**src/rtl/aout_strobe_pkg.sv**
```systemverilog
// Shared register map, bit positions and control type for the analog-output
// strobe controller. Assumes the register address is at least 2 bits wide.
package aout_strobe_pkg;

    localparam int NUM_DAC = 2;

    typedef enum logic [1:0] {
        REG_CTRL = 2'd0,
        REG_CMD  = 2'd1,
        REG_STAT = 2'd2,
        REG_IRQ  = 2'd3
    } reg_addr_e;

    localparam int CTRL_SPLIT_BIT = 0;
    localparam int CTRL_HALF_BIT  = 1;
    localparam int CMD_ACK_BIT    = 0;
    localparam int CMD_RST_BIT    = 1;
    localparam int STAT_OVR_BIT   = 0;
    localparam int STAT_LD_LSB    = 1;

    typedef struct packed {
        logic half;
        logic split;
    } ctrl_t;

endpackage

```
**src/rtl/aout_ctl_regs.sv**
```systemverilog
// Register file: control (mode and timebase), command strobes (acknowledge and
// soft reset), status readback and interrupt enable.
// Assumes: combinational read data; writes take effect at the clock edge.
module aout_ctl_regs
    import aout_strobe_pkg::*;
#(
    parameter int ADDR_W = 2,
    parameter int DATA_W = 16
) (
    input  logic               clk,
    input  logic               rst_n,
    input  logic               bus_we,
    input  logic [ADDR_W-1:0]  bus_addr,
    input  logic [DATA_W-1:0]  bus_wdata,
    output logic [DATA_W-1:0]  bus_rdata,
    input  logic               ovr,
    input  logic [NUM_DAC-1:0] loaded,
    output ctrl_t              ctrl,
    output logic               irq_en,
    output logic               err_ack,
    output logic               soft_rst
);

    localparam int CTRL_W = $bits(ctrl_t);

    ctrl_t ctrl_q;
    logic  irq_en_q;
    logic  hit_ctrl, hit_cmd, hit_irq;
    logic  unused_wdata;

    assign unused_wdata = ^bus_wdata[DATA_W-1:CTRL_W];

    // Address decode for write cycles.
    assign hit_ctrl = bus_we && (bus_addr == ADDR_W'(REG_CTRL));
    assign hit_cmd  = bus_we && (bus_addr == ADDR_W'(REG_CMD));
    assign hit_irq  = bus_we && (bus_addr == ADDR_W'(REG_IRQ));

    // Self-clearing command strobes.
    assign err_ack  = hit_cmd && bus_wdata[CMD_ACK_BIT];
    assign soft_rst = hit_cmd && bus_wdata[CMD_RST_BIT];

    // Control and interrupt-enable registers, cleared by reset or soft reset.
    always_ff @(posedge clk) begin
        if (!rst_n || soft_rst) begin
            ctrl_q   <= '0;
            irq_en_q <= 1'b0;
        end else begin
            if (hit_ctrl) begin
                ctrl_q.split <= bus_wdata[CTRL_SPLIT_BIT];
                ctrl_q.half  <= bus_wdata[CTRL_HALF_BIT];
            end
            if (hit_irq) begin
                irq_en_q <= bus_wdata[0];
            end
        end
    end

    // Read multiplexer.
    always_comb begin
        bus_rdata = '0;
        case (bus_addr)
            ADDR_W'(REG_CTRL): begin
                bus_rdata[CTRL_SPLIT_BIT] = ctrl_q.split;
                bus_rdata[CTRL_HALF_BIT]  = ctrl_q.half;
            end
            ADDR_W'(REG_STAT): begin
                bus_rdata[STAT_OVR_BIT] = ovr;
                bus_rdata[STAT_LD_LSB +: NUM_DAC] = loaded;
            end
            ADDR_W'(REG_IRQ): bus_rdata[0] = irq_en_q;
            default: bus_rdata = '0;
        endcase
    end

    assign ctrl   = ctrl_q;
    assign irq_en = irq_en_q;

    p_softrst_clears_r9: assert property (@(posedge clk) disable iff (!rst_n)
        soft_rst |=> (ctrl_q == '0 && !irq_en_q));

endmodule

```
**src/rtl/aout_wr_strobe.sv**
```systemverilog
// Write strobe generator: merges timer and CPU write requests (timer first,
// a colliding CPU write is held one cycle) and steers a one-cycle strobe to
// line 0, or in split mode to the line given by channel parity.
// Assumes: no new CPU request while a held CPU write is outstanding.
module aout_wr_strobe
    import aout_strobe_pkg::*;
#(
    parameter int CH_W = 2
) (
    input  logic               clk,
    input  logic               rst_n,
    input  logic               tmr_req,
    input  logic [CH_W-1:0]    tmr_ch,
    input  logic               cpu_req,
    input  logic [CH_W-1:0]    cpu_ch,
    input  logic               split,
    output logic [NUM_DAC-1:0] stb,
    output logic [CH_W-1:0]    ch_out,
    output logic [NUM_DAC-1:0] wr_hit
);

    logic               pend_q;
    logic [CH_W-1:0]    pend_ch_q;
    logic               sel_v;
    logic [CH_W-1:0]    sel_ch;
    logic [NUM_DAC-1:0] stb_q;
    logic [CH_W-1:0]    ch_q;
    logic [NUM_DAC-1:0] line_sel;

    // Source arbitration: timer, then held CPU write, then new CPU write.
    always_comb begin
        sel_v  = 1'b0;
        sel_ch = '0;
        if (tmr_req) begin
            sel_v  = 1'b1;
            sel_ch = tmr_ch;
        end else if (pend_q) begin
            sel_v  = 1'b1;
            sel_ch = pend_ch_q;
        end else if (cpu_req) begin
            sel_v  = 1'b1;
            sel_ch = cpu_ch;
        end
    end

    // Strobe line steering by mode and channel parity.
    always_comb begin
        line_sel = '0;
        if (split) line_sel[sel_ch[0]] = 1'b1;
        else       line_sel[0]         = 1'b1;
    end

    // Per-converter write hit for the loaded-flag tracker.
    genvar d;
    generate
        for (d = 0; d < NUM_DAC; d++) begin : g_hit
            assign wr_hit[d] = sel_v && (sel_ch[0] == d[0]);
        end
    endgenerate

    // Holding slot for a CPU write displaced by a timer write.
    always_ff @(posedge clk) begin
        if (!rst_n) begin
            pend_q    <= 1'b0;
            pend_ch_q <= '0;
        end else if (tmr_req && cpu_req) begin
            pend_q    <= 1'b1;
            pend_ch_q <= cpu_ch;
        end else if (!tmr_req) begin
            pend_q    <= 1'b0;
        end
    end

    // Registered strobe and channel outputs.
    always_ff @(posedge clk) begin
        if (!rst_n) begin
            stb_q <= '0;
            ch_q  <= '0;
        end else begin
            stb_q <= sel_v ? line_sel : '0;
            if (sel_v) ch_q <= sel_ch;
        end
    end

    assign stb    = stb_q;
    assign ch_out = ch_q;

    p_no_cpu_overlap_r5: assert property (@(posedge clk) disable iff (!rst_n)
        pend_q |-> !cpu_req);
    p_req_gives_stb_r2: assert property (@(posedge clk) disable iff (!rst_n)
        (tmr_req || cpu_req) |=> (stb_q != '0));
    p_collision_second_r5: assert property (@(posedge clk) disable iff (!rst_n)
        (tmr_req && cpu_req) |-> ##2 (stb_q != '0 && ch_q == $past(cpu_ch, 2)));
    p_shared_line1_idle_r3: assert property (@(posedge clk) disable iff (!rst_n)
        !$past(split) |-> !stb_q[1]);
    p_single_line_r4: assert property (@(posedge clk) disable iff (!rst_n)
        $onehot0(stb_q));

endmodule

```
**src/rtl/aout_ovr_mon.sv**
```systemverilog
// Overrun monitor: one loaded flag per converter, set by a write and cleared
// by an update; an update to an unloaded converter sets a sticky overrun that
// only an acknowledge clears (a coincident new event wins).
// Assumes: write hits and update commands are single-cycle pulses.
module aout_ovr_mon
    import aout_strobe_pkg::*;
(
    input  logic               clk,
    input  logic               rst_n,
    input  logic [NUM_DAC-1:0] wr_hit,
    input  logic [NUM_DAC-1:0] upd,
    input  logic               ack,
    output logic               ovr,
    output logic [NUM_DAC-1:0] loaded
);

    logic [NUM_DAC-1:0] ld_q;
    logic [NUM_DAC-1:0] miss;
    logic               ovr_q;

    genvar d;
    generate
        for (d = 0; d < NUM_DAC; d++) begin : g_dac
            // Update that finds this converter without fresh data.
            assign miss[d] = upd[d] && !ld_q[d];

            // Loaded flag: a write sets it (and wins over an update).
            always_ff @(posedge clk) begin
                if (!rst_n)          ld_q[d] <= 1'b0;
                else if (wr_hit[d])  ld_q[d] <= 1'b1;
                else if (upd[d])     ld_q[d] <= 1'b0;
            end
        end
    endgenerate

    // Sticky overrun status with acknowledge.
    always_ff @(posedge clk) begin
        if (!rst_n) ovr_q <= 1'b0;
        else        ovr_q <= (|miss) || (ovr_q && !ack);
    end

    assign ovr    = ovr_q;
    assign loaded = ld_q;

    p_miss_sets_ovr_r6: assert property (@(posedge clk) disable iff (!rst_n)
        (|(upd & ~ld_q)) |=> ovr_q);
    p_ovr_sticky_r7: assert property (@(posedge clk) disable iff (!rst_n)
        (ovr_q && !ack) |=> ovr_q);
    p_write_loads_r6: assert property (@(posedge clk) disable iff (!rst_n)
        wr_hit[0] |=> ld_q[0]);

endmodule

```
**src/rtl/aout_tb_en.sv**
```systemverilog
// Output timebase enable: passes the input tick through, or with the halve
// select keeps every second tick using a toggle flop (clock enable, one domain).
// Assumes: in_tick is a single-cycle enable pulse in the clk domain.
module aout_tb_en (
    input  logic clk,
    input  logic rst_n,
    input  logic half,
    input  logic in_tick,
    output logic out_tick
);

    logic phase_q;

    // Toggle on each input tick while halving; held at 0 otherwise.
    always_ff @(posedge clk) begin
        if (!rst_n || !half) phase_q <= 1'b0;
        else if (in_tick)    phase_q <= ~phase_q;
    end

    assign out_tick = in_tick && (!half || phase_q);

    p_out_needs_in_r8: assert property (@(posedge clk) disable iff (!rst_n)
        out_tick |-> in_tick);
    p_half_spacing_r8: assert property (@(posedge clk) disable iff (!rst_n)
        (half && out_tick) |=> !(half && out_tick));

endmodule

```
**src/rtl/aout_strobe_ctrl.sv**
```systemverilog
// Top level of the analog-output write strobe and overrun monitor. Wires the
// register file, strobe generator, overrun monitor and timebase enable.
// Assumes: single clock domain, synchronous active-low reset.
module aout_strobe_ctrl
    import aout_strobe_pkg::*;
#(
    parameter int ADDR_W = 2,
    parameter int DATA_W = 16,
    parameter int NUM_CH = 4,
    localparam int CH_W  = (NUM_CH > 2) ? $clog2(NUM_CH) : 1
) (
    input  logic              clk,
    input  logic              rst_n,
    input  logic              bus_we,
    input  logic [ADDR_W-1:0] bus_addr,
    input  logic [DATA_W-1:0] bus_wdata,
    output logic [DATA_W-1:0] bus_rdata,
    input  logic              tmr_wr_req,
    input  logic [CH_W-1:0]   tmr_wr_chan,
    input  logic              cpu_wr_req,
    input  logic [CH_W-1:0]   cpu_wr_chan,
    input  logic [1:0]        dac_update,
    input  logic              in_tick,
    output logic              out_tick,
    output logic [1:0]        dac_wr_stb,
    output logic [CH_W-1:0]   dac_wr_chan,
    output logic              overrun,
    output logic              irq
);

    ctrl_t              ctrl;
    logic               irq_en, err_ack, soft_rst, ovr;
    logic [NUM_DAC-1:0] loaded, wr_hit;

    aout_ctl_regs #(.ADDR_W(ADDR_W), .DATA_W(DATA_W)) u_regs (
        .clk, .rst_n, .bus_we, .bus_addr, .bus_wdata, .bus_rdata,
        .ovr(ovr), .loaded(loaded), .ctrl(ctrl), .irq_en(irq_en),
        .err_ack(err_ack), .soft_rst(soft_rst)
    );

    aout_wr_strobe #(.CH_W(CH_W)) u_stb (
        .clk, .rst_n,
        .tmr_req(tmr_wr_req), .tmr_ch(tmr_wr_chan),
        .cpu_req(cpu_wr_req), .cpu_ch(cpu_wr_chan),
        .split(ctrl.split), .stb(dac_wr_stb), .ch_out(dac_wr_chan),
        .wr_hit(wr_hit)
    );

    aout_ovr_mon u_ovr (
        .clk, .rst_n, .wr_hit(wr_hit), .upd(dac_update), .ack(err_ack),
        .ovr(ovr), .loaded(loaded)
    );

    aout_tb_en u_tb (
        .clk, .rst_n, .half(ctrl.half), .in_tick, .out_tick
    );

    assign overrun = ovr;
    assign irq     = ovr && irq_en;

    p_irq_follows_r10: assert property (@(posedge clk) disable iff (!rst_n)
        irq |-> overrun);

endmodule

```
**config.mk**
```make
export PLATFORM = sky130hd
export DESIGN_NAME = aout_strobe_ctrl
export DESIGN_NICKNAME = d
export VERILOG_FILES = /design/src/rtl/aout_strobe_pkg.sv /design/src/rtl/aout_ctl_regs.sv /design/src/rtl/aout_wr_strobe.sv /design/src/rtl/aout_ovr_mon.sv /design/src/rtl/aout_tb_en.sv /design/src/rtl/aout_strobe_ctrl.sv
export SDC_FILE = /design/constraint.sdc
export NUM_CORES = 1
export LEC_CHECK = 0
export BUFFER_PORTS_ARGS = -buffer_cell sky130_fd_sc_hd__buf_2
export CAP_MARGIN = 20
export CORE_ASPECT_RATIO = 1.25
export CORE_MARGIN = 2
export CORE_UTILIZATION = 37
export DETAILED_ROUTE_END_ITERATION = 6
export PLACE_DENSITY = 0.74
export SLEW_MARGIN = 20
export SYNTH_ARGS = -nofsm -noshare
export SYNTH_HDL_FRONTEND = slang
export SYNTH_HIERARCHICAL = 1
export SYNTH_SLANG_ARGS = --single-unit
```
**constraint.sdc**
```tcl
create_clock -name clk -period 1 [get_ports clk]
set_input_delay 0.25 -clock clk [delete_from_list [all_inputs] [get_ports clk]]
set_output_delay 0.25 -clock clk [all_outputs]
set_load 0.02 [all_outputs]
```
==> results_dict.tcl, run 1 <==
set metrics [dict create \
    fmax_mhz 814 \
    cts.sink_count 14 \
    critPathRequiredTime_ns 0.75 \
    seq_area_frac_synth_pct 33.6 \
    synthCells 93 \
    power_frac_seq_pct 46.8 \
    ys_types 33 \
    status "finished with violations" \
    synthFlopType "dfxtp_1" \
    drive_gt1_share_pct 48.0 \
    finalSetupTns_ns -1.02 \
    drt-total-wl_mm 1.49 \
    syn-cell-area_um2 835 \
    grt_max_degree 16 \
    crit_path_end_kind "output port" \
    ys_top_cells_by_area "dfxtp_1, buf_4, nor2b_1, buf_6, mux2i_1" \
    clock_power_share_pct 29.5 \
    hold_buffers 0 \
    maxCapViolations 0 \
    worst_path_largest_cell_delay_ns 0.34 \
    post-dp-hpwl_mm 1.20 \
    grt_pass1_wl_mm 2.30 \
    ys_ff_latch 14 \
    ant_nets 0 \
    cp.buffers_inverters 1 \
    internal-power_mw 0.956 \
    async_reset_ff_share_pct 0 \
    cts.root.buffer_cell "clkbuf_4" \
    area_growth_pct 30.9 \
    start_util_pct 38.6 \
    p_per_area_mw_per_mm2 1200 \
    vias 681 \
    final_nets 156 \
    path_class "reg -> out" \
    cp_cell_sequence "mux2i_2 > o21ai_2 > buf_6" \
    clk_pin_slew_worst_paths_ns 0.08 \
    gp_congestion 0.804 \
    clk_path_buf_depth 2 \
    num_rows 19 \
    crit_fanout 4 \
    finalCritPeriodShare_pct 123 \
    setup_viol 7 \
    slowest_stage "dfxtp_2" \
    final_area_mm2 0.00109 \
    dpl_cell_area_um2 960 \
    core_region_area_mm2 0.00216 \
    share_comb_of_total_power_pct 23.7 \
    synth.avg_cell_area_um2 8.97 \
    cp-start-kind "flip-flop" \
    numCtsBuffers 3 \
    fin_ws_ns -0.228 \
    pin_count 53 \
    p_sw_mw 0.355 \
    path_delay_family "flip-flops" \
    synth_edf_count 0 \
    ctsHtreeMaxLevel 1 \
    violations "negative setup slack" \
    ys_warn_count 6 \
    die_width_um 46.5 \
    dp_slack_ns -0.140 \
    crit_arrival_ns 0.98 \
    p_leak_nw 0.508 \
    avgRoutedWirePerCell_um 9.58 \
    antenna_found_initial 0 \
    synth_top_area_share_pct 33.6 \
    drtIter0Drc 7 \
    layout_min_cycle_time_ns 1.23 \
    p_sw_share_pct 27.0 \
    grt_overflow 0 \
    num_antenna_cells 0 \
    skew_ns 0.00340 \
    portBuffers 25 \
    drtPass1Iterations 4 \
    grt_util_all_layers_pct 12.0 \
    peakVddDrop_mv 0.864 \
    holdCritPathClass "in -> reg" \
    die_area_mm2 0.00265 \
    dieHeight_um 57.1 \
    slew_violations 0 \
    finalPower_mw 1.31 \
    drc 0 \
    clk_latency_ns 0.27 \
    avgViaCountPerCell 4.37 \
    rsz0062_at_grt "yes" \
    first_global_vias 613 \
    cts_tree "built" \
    finalHoldViolCount 0 \
    synth_largest_area_cell "dfxtp_1" \
]
## kinds of logic (layout without fill, tap and decap cells)
logic type / Yosys count / in the layout / synth area share [%]
flops: 14 / 14 / 33.6
buf+inv: 18 / 38 / 16.8
other cells: 1 / 13 / 0.449
mux: 3 / 3 / 3.60
simple gates: 38 / 38 / 28.6
compound gates: 18 / 18 / 15.9
xor+xnor: 1 / 1 / 1.05
## what timing repair did
item	in CTS	in global routing
setup buffers	2	0
resized for setup	22	11
pin swaps	2	2
hold endpoints to repair	0	0
setup endpoints to repair	12	15
## Yosys cell counts, types with 2 or more instances
cell	n
nand3_1	5
nand2b_1	2
o21a_1	3
and2_1	2
nor2b_1	6
mux2i_1	3
o21ai_0	4
a21boi_1	2
a21oi_1	2
buf_6	3
nor3b_2	2
and2b_1	2
nor2_1	3
a21boi_0	3
nand3b_1	2
dfxtp_1	14
buf_4	13
nand2_1	7
## cell usage in the layout, fill, tap and decap left out, drive strengths merged, types with 4 or more instances in the layout
| cell | count |
|---|---|
| nand3 | 5 |
| clkbuf | 4 |
| o21ai | 4 |
| nor2b | 7 |
| buf | 33 |
| dfxtp | 14 |
| a21boi | 5 |
| nand2 | 7 |
| conb | 13 |
## flip-flops by register name, indices dropped and copies added (netlist names)
signal / flops
u_ovr/loaded: 2
u_stb/stb: 2
u_regs/ctrl: 2
u_stb/pend_q: 1
u_tb/phase_q: 1
u_stb/ch_out: 2
u_ovr/ovr: 1
u_regs/irq_en: 1
u_stb/pend_ch_q: 2
## cell type report
type	count	area (um^2)
inverters	1	3.75
fillers	206	1070
repair buffers	33	240
flip-flops and latches	14	295
clock buffers	4	36.3
well taps	31	38.8
multi-input cells	73	478
## worst min-delay path: cells and delay by family
family | cells | cell delay, ns
compound gates | 1 | 0.07
buf+inv | 1 | 0.08
simple gates | 1 | 0.06
## final timing paths
| check | start | end | slack (ns) | cells past startpoint |
|---|---|---|---|---|
| worst max-delay path | u_ovr/ovr | bus_rdata[0] | -0.23 | 3 |
| worst min-delay path | tmr_wr_chan[1] | u_stb/ch_out[1] | 0.22 | 3 |
| worst max register to register | u_stb/pend_q | u_ovr/loaded[0] | -0.06 | 4 |
| worst min register to register | u_stb/pend_ch_q[1] | u_stb/pend_ch_q[1] | 0.47 | 2 |
## per-stage QoR
step	std cells	util, %	hold WS [ns]
after global placement	150	44.4	0.450
final	156	50.5	0.225
after global routing	156	50.5	0.235
after floorplan	105	-	0.366
after detailed placement	150	44.4	0.460
after CTS	156	49.0	0.212
## per-layer routing
layer,vias to the layer above,GRT usage [%],part of all wire (%)
met5,-,0,0
met4,0,6.12,0.80
met3,2,2.85,4.4
li1,355,-,-
met2,16,20.8,54
met1,308,12.8,41
## power groups by stage
stage | clock, mW | sequential, mW | combinational, mW
floorplan | 0 | 0.632 | 0.218
global placement | 0 | 0.617 | 0.269
detailed placement | 0 | 0.619 | 0.275
CTS | 0.408 | 0.610 | 0.301
global route | 0.436 | 0.619 | 0.339
finish | 0.386 | 0.614 | 0.311
Note: power is estimated with default switching activity, not from simulation.
==> run 2, diff against run 1 <==
- CORE_ASPECT_RATIO: 1.25 -> 1.1
==> run 2 against run 1 <==
Against the previous run: worst setup slack got worse by 0.0012 ns; clock skew increased by 0.0060 ns; clock power shrank 20%; the run still ends with negative setup slack left; first-iteration DRC count is 29% higher; sequential power barely moved; die area is essentially flat; largest cell class unchanged; flip-flop and latch count is the same; register-to-register slack about the same; critical path type unchanged.
==> results_dict.tcl, run 2 (synthesis results as in run 1) <==
set metrics [dict create \
    status "finished with violations" \
    violations "negative setup slack" \
    clk_pin_slew_worst_paths_ns 0.09 \
    portBuffers 25 \
    dpl_cell_area_um2 951 \
    cp-start-kind "flip-flop" \
    slew_violations 0 \
    ctsHtreeMaxLevel 1 \
    path_class "reg -> out" \
    share_comb_of_total_power_pct 25.6 \
    crit_path_end_kind "output port" \
    core_region_area_mm2 0.00218 \
    die_width_um 49.3 \
    drtPass1Iterations 5 \
    numCtsBuffers 3 \
    grt_overflow 0 \
    drt-total-wl_mm 1.61 \
    avgRoutedWirePerCell_um 10.4 \
    vias 703 \
    r2r_start "u_stb/pend_q" \
    internal-power_mw 0.878 \
    skew_ns 0.00938 \
    start_util_pct 38.2 \
    finalCritPeriodShare_pct 123 \
    grt_pass1_wl_mm 2.62 \
    cts_tree "built" \
    clk_path_buf_depth 2 \
    rsz0062_at_grt "yes" \
    final_common_cell "buf_2" \
    maxCapViolations 0 \
    setup_viol 9 \
    worstReg2RegEnd "u_ovr/loaded[0]" \
    layout_common_cells "buf_2, conb_1, dfxtp_2" \
    drtIter0Drc 9 \
    num_antenna_cells 0 \
    final_area_mm2 0.00109 \
    crit_arrival_ns 0.98 \
    cp-endpoint "bus_rdata[0]" \
    holdCritPathClass "in -> reg" \
    first_global_vias 646 \
    grt_util_all_layers_pct 13.1 \
    p_sw_share_pct 29.2 \
    grt_max_degree 16 \
    p_per_area_mw_per_mm2 1140 \
    clk_latency_ns 0.28 \
    rrSetupSlack_ns -0.07 \
    clock_power_share_pct 25.0 \
    finalHoldViolCount 0 \
    final_nets 157 \
    crit_start "u_ovr/ovr" \
    dieHeight_um 53.8 \
    ff2ff_path_depth 4 \
    critPathRequiredTime_ns 0.75 \
    layout_min_cycle_time_ns 1.23 \
    avgViaCountPerCell 4.54 \
    p_leak_nw 0.511 \
    cts.root.buffer_cell "clkbuf_4" \
    die_area_mm2 0.00265 \
    cts.sink_count 14 \
    hold_buffers 0 \
    drive_gt1_share_pct 49.6 \
    pin_count 53 \
    gp_congestion 0.760 \
    crit_fanout 4 \
    dp_slack_ns -0.129 \
    p_sw_mw 0.362 \
    peakVddDrop_mv 0.860 \
    power_frac_seq_pct 49.4 \
    area_growth_pct 30.6 \
    fin_ws_ns -0.229 \
    num_rows 18 \
    ant_nets 0 \
    drc 0 \
    post-dp-hpwl_mm 1.20 \
    antenna_found_initial 0 \
    fmax_mhz 814 \
]
[run 2: power groups by stage]
stage | Combinational (mW) | Sequential, mW | Clock (mW)
after floorplan | 0.218 | 0.632 | 0
after global placement | 0.265 | 0.618 | 0
after detailed placement | 0.272 | 0.618 | 0
after CTS | 0.303 | 0.611 | 0.324
after global routing | 0.347 | 0.617 | 0.348
final | 0.317 | 0.613 | 0.310
[run 2: worst min path at each step]
stage,slack [ns],cells after the start,endpoint,start
CTS,0.21,3,u_stb/ch_out[1],tmr_wr_chan[1]
detailed placement,0.46,2,u_stb/pend_ch_q[1],u_stb/pend_ch_q[1]
finish,0.22,3,u_stb/ch_out[1],tmr_wr_chan[1]
global route,0.24,3,u_stb/ch_out[1],tmr_wr_chan[1]
floorplan,0.37,2,u_stb/stb[0],rst_n
global placement,0.45,2,u_stb/pend_ch_q[1],u_stb/pend_ch_q[1]
[run 2: critical path: stages, from the launching register on]
cell and delay [ns]:
dfxtp_2 0.34, mux2i_1 0.16, o21ai_2 0.07, buf_6 0.13
[run 2: cell type report]
| cell class | instances | area, um^2 |
|---|---|---|
| clock buffer | 3 | 22.5 |
| multi-input combinational | 73 | 483 |
| timing repair buffer | 34 | 248 |
| inverter | 1 | 3.75 |
| tap | 30 | 37.5 |
| fill | 217 | 1090 |
| sequential | 14 | 295 |
[run 2: per-stage QoR]
step	hold slack (ns)	TNS, ns	cells	total power [mW]	utilization, %
6_report	0.217	-1.15	155	1.24	49.9
5_1_grt	0.240	-1.56	155	1.31	49.9
4_1_cts	0.208	-1.13	153	1.24	48.0
3_5_place_dp	0.463	-0.831	148	0.890	43.5
3_3_place_gp	0.451	-0.624	148	0.883	43.5
2_1_floorplan	0.366	-0.0823	105	0.850	-
[run 2: timing repair]
action                                  4_1_cts  5_1_grt
pin swaps                                     1        2
gates cloned                                  0        0
endpoints found under the setup margin       12       15
gates resized for setup                      24       10
setup buffers                                 2        2
[run 2: routing by layer]
metal  up-vias  track usage [%]  part of all wire, %
li1        358                -                    -
met1       320             13.8                   41
met2        25             24.5                   53
met3         0             3.61                  6.0
met4         0             5.71                    0
met5         -                0                    0
==> run 3, diff against run 2 <==
- CORE_UTILIZATION: 37 -> 44
- PLACE_DENSITY: 0.74 -> 0.82
- clock period: 1 -> 1.57 ns (I/O delays scaled with it)
==> run 3 against run 2 <==
Against the previous run: the flow now finishes without violations; utilization increased by 2.2 points; first-iteration DRC count increased by 44%; final cell count decreased by 13%; worst setup slack improved by 0.36 ns; clock-buffer cell count increased by 1; sequential share of layout area increased by 3.1 points.
==> results_dict.tcl, run 3 (synthesis results as in run 1) <==
set metrics [dict create \
    ff2ff_path_depth 4 \
    num_rows 16 \
    die_width_um 45.5 \
    skew_ns 0.00372 \
    drive_gt1_share_pct 29.9 \
    final_area_um2 927 \
    cts_resized 0 \
    cp_cell_sequence "mux2i_1 > o21ai_0 > buf_2" \
    drc 0 \
    setup_viol 0 \
    post-dp-hpwl_mm 1.08 \
    crit_path_end_kind "output port" \
    worstReg2RegEnd "u_ovr/loaded[0]" \
    hold_buffers 0 \
    clk_pin_slew_worst_paths_ns 0.08 \
    dieHeight_um 49.7 \
    core_region_area_mm2 0.00178 \
    gp_congestion 0.807 \
    cts.sink_count 14 \
    finalSetupTns_ns 0 \
    grt_max_degree 16 \
    layout_min_cycle_time_ns 1.44 \
    crit_fanout 4 \
    first_global_vias 579 \
    cts_setup_buffers 0 \
    avgViaCountPerCell 4.79 \
    cp.buffers_inverters 1 \
    seq_area_um2 280 \
    maxCapViolations 0 \
    die_area_mm2 0.00226 \
    finalCritPeriodShare_pct 91.9 \
    ctsHtreeMaxLevel 1 \
    portBuffers 25 \
    layout_common_cells "buf_2, dfxtp_1, conb_1" \
    critPathRequiredTime_ns 1.18 \
    vias 646 \
    area_growth_pct 11.1 \
    cts.root.buffer_cell "clkbuf_4" \
    drtIter0Drc 13 \
    holdCritPathClass "in -> reg" \
    slowest_stage "dfxtp_1" \
    crit_arrival_ns 1.05 \
    p_per_area_mw_per_mm2 853 \
    cp-endpoint "bus_rdata[0]" \
    pin_count 53 \
    finalHoldViolCount 0 \
    status "complete, no violations" \
    grt_util_all_layers_pct 13.1 \
    cp-start-kind "flip-flop" \
    antenna_found_initial 0 \
    path_delay_family "flip-flops" \
    start_util_pct 46.8 \
    drtPass1Iterations 4 \
    rsz0062_at_grt "no" \
    dpl_cell_area_um2 891 \
    ant_nets 0 \
    num_antenna_cells 0 \
    final_common_cell "buf_2" \
    cts_tree "built" \
    numCtsBuffers 3 \
    critical_path_depth 3 \
    peakVddDrop_mv 0.466 \
    grt_pass1_wl_mm 2.19 \
    r2r_start "u_stb/pend_q" \
    multi_input_area_um2 459 \
    drt-total-wl_mm 1.33 \
    slew_violations 0 \
    final_nets 148 \
    n_fill_cell 172 \
    grt_overflow 0 \
    crit_start "u_regs/ctrl[0]" \
    p_leak_nw 0.452 \
    fmax_mhz 693 \
    clk_path_buf_depth 2 \
    worst_path_largest_cell_delay_ns 0.38 \
    clk_latency_ns 0.27 \
    avgRoutedWirePerCell_um 9.85 \
    path_class "reg -> out" \
    rrSetupSlack_ns 0.44 \
]
run 3: cell count changes in the layout (fill, tap and decap cells not counted), sizes merged:
cell	before	now
buf	34	25
clkbuf	3	4
run 3: layer usage:
| layer | share of wire (%) | track usage, % |
|---|---|---|
| met2 | 52 | 22.1 |
| met1 | 42 | 14.2 |
| met4 | 0 | 5.88 |
| met5 | 0 | 0 |
| met3 | 6.1 | 4.40 |
run 3: worst min-delay path by stage:
stage / start / cells after the start / end / slack, ns
after floorplan: u_regs/ctrl[0] / 1 / u_stb/stb[0] / 0.43
after global placement: u_stb/pend_ch_q[1] / 2 / u_stb/pend_ch_q[1] / 0.45
after detailed placement: u_stb/pend_ch_q[0] / 2 / u_stb/pend_ch_q[0] / 0.47
after CTS: tmr_wr_chan[1] / 3 / u_stb/ch_out[1] / 0.35
after global routing: tmr_wr_chan[1] / 3 / u_stb/ch_out[1] / 0.37
final: tmr_wr_chan[1] / 3 / u_stb/ch_out[1] / 0.36
run 3: worst reg2reg max path: cells and delay by family (launching register included):
family	cells	cell delay (ns)
and+or+nand+nor	1	0.07
AOI/OAI and AO/OA	3	0.54
DFF	1	0.43
run 3: final cells by class:
type / instances / share of cell area (%)
Inverter: 1 / 0.405
Sequential cell: 14 / 30.2
Multi-Input combinational cell: 73 / 49.5
Tap cell: 18 / 2.43
Clock buffer: 4 / 3.91
Timing Repair Buffer: 25 / 13.5
run 3: through the flow:
| step | setup slack [ns] | power, mW | instances | utilization [%] | hold slack [ns] |
|---|---|---|---|---|---|
| 2_1_floorplan | 0.0667 | 0.538 | 105 | - | 0.432 |
| 3_3_place_gp | 0.169 | 0.551 | 131 | 50.0 | 0.447 |
| 3_5_place_dp | 0.143 | 0.555 | 131 | 50.0 | 0.467 |
| 4_1_cts | 0.108 | 0.807 | 135 | 52.0 | 0.347 |
| 5_1_grt | 0.0385 | 0.848 | 135 | 52.0 | 0.366 |
| 6_report | 0.127 | 0.791 | 135 | 52.0 | 0.356 |
run 3: power by group:
part | internal, mW | switching (mW) | leakage, nW | total, mW
Combinational | 0.0614 | 0.0992 | 0.316 | 0.161
Sequential | 0.374 | 0.0112 | 0.115 | 0.385
Clock | 0.141 | 0.105 | 0.0210 | 0.245
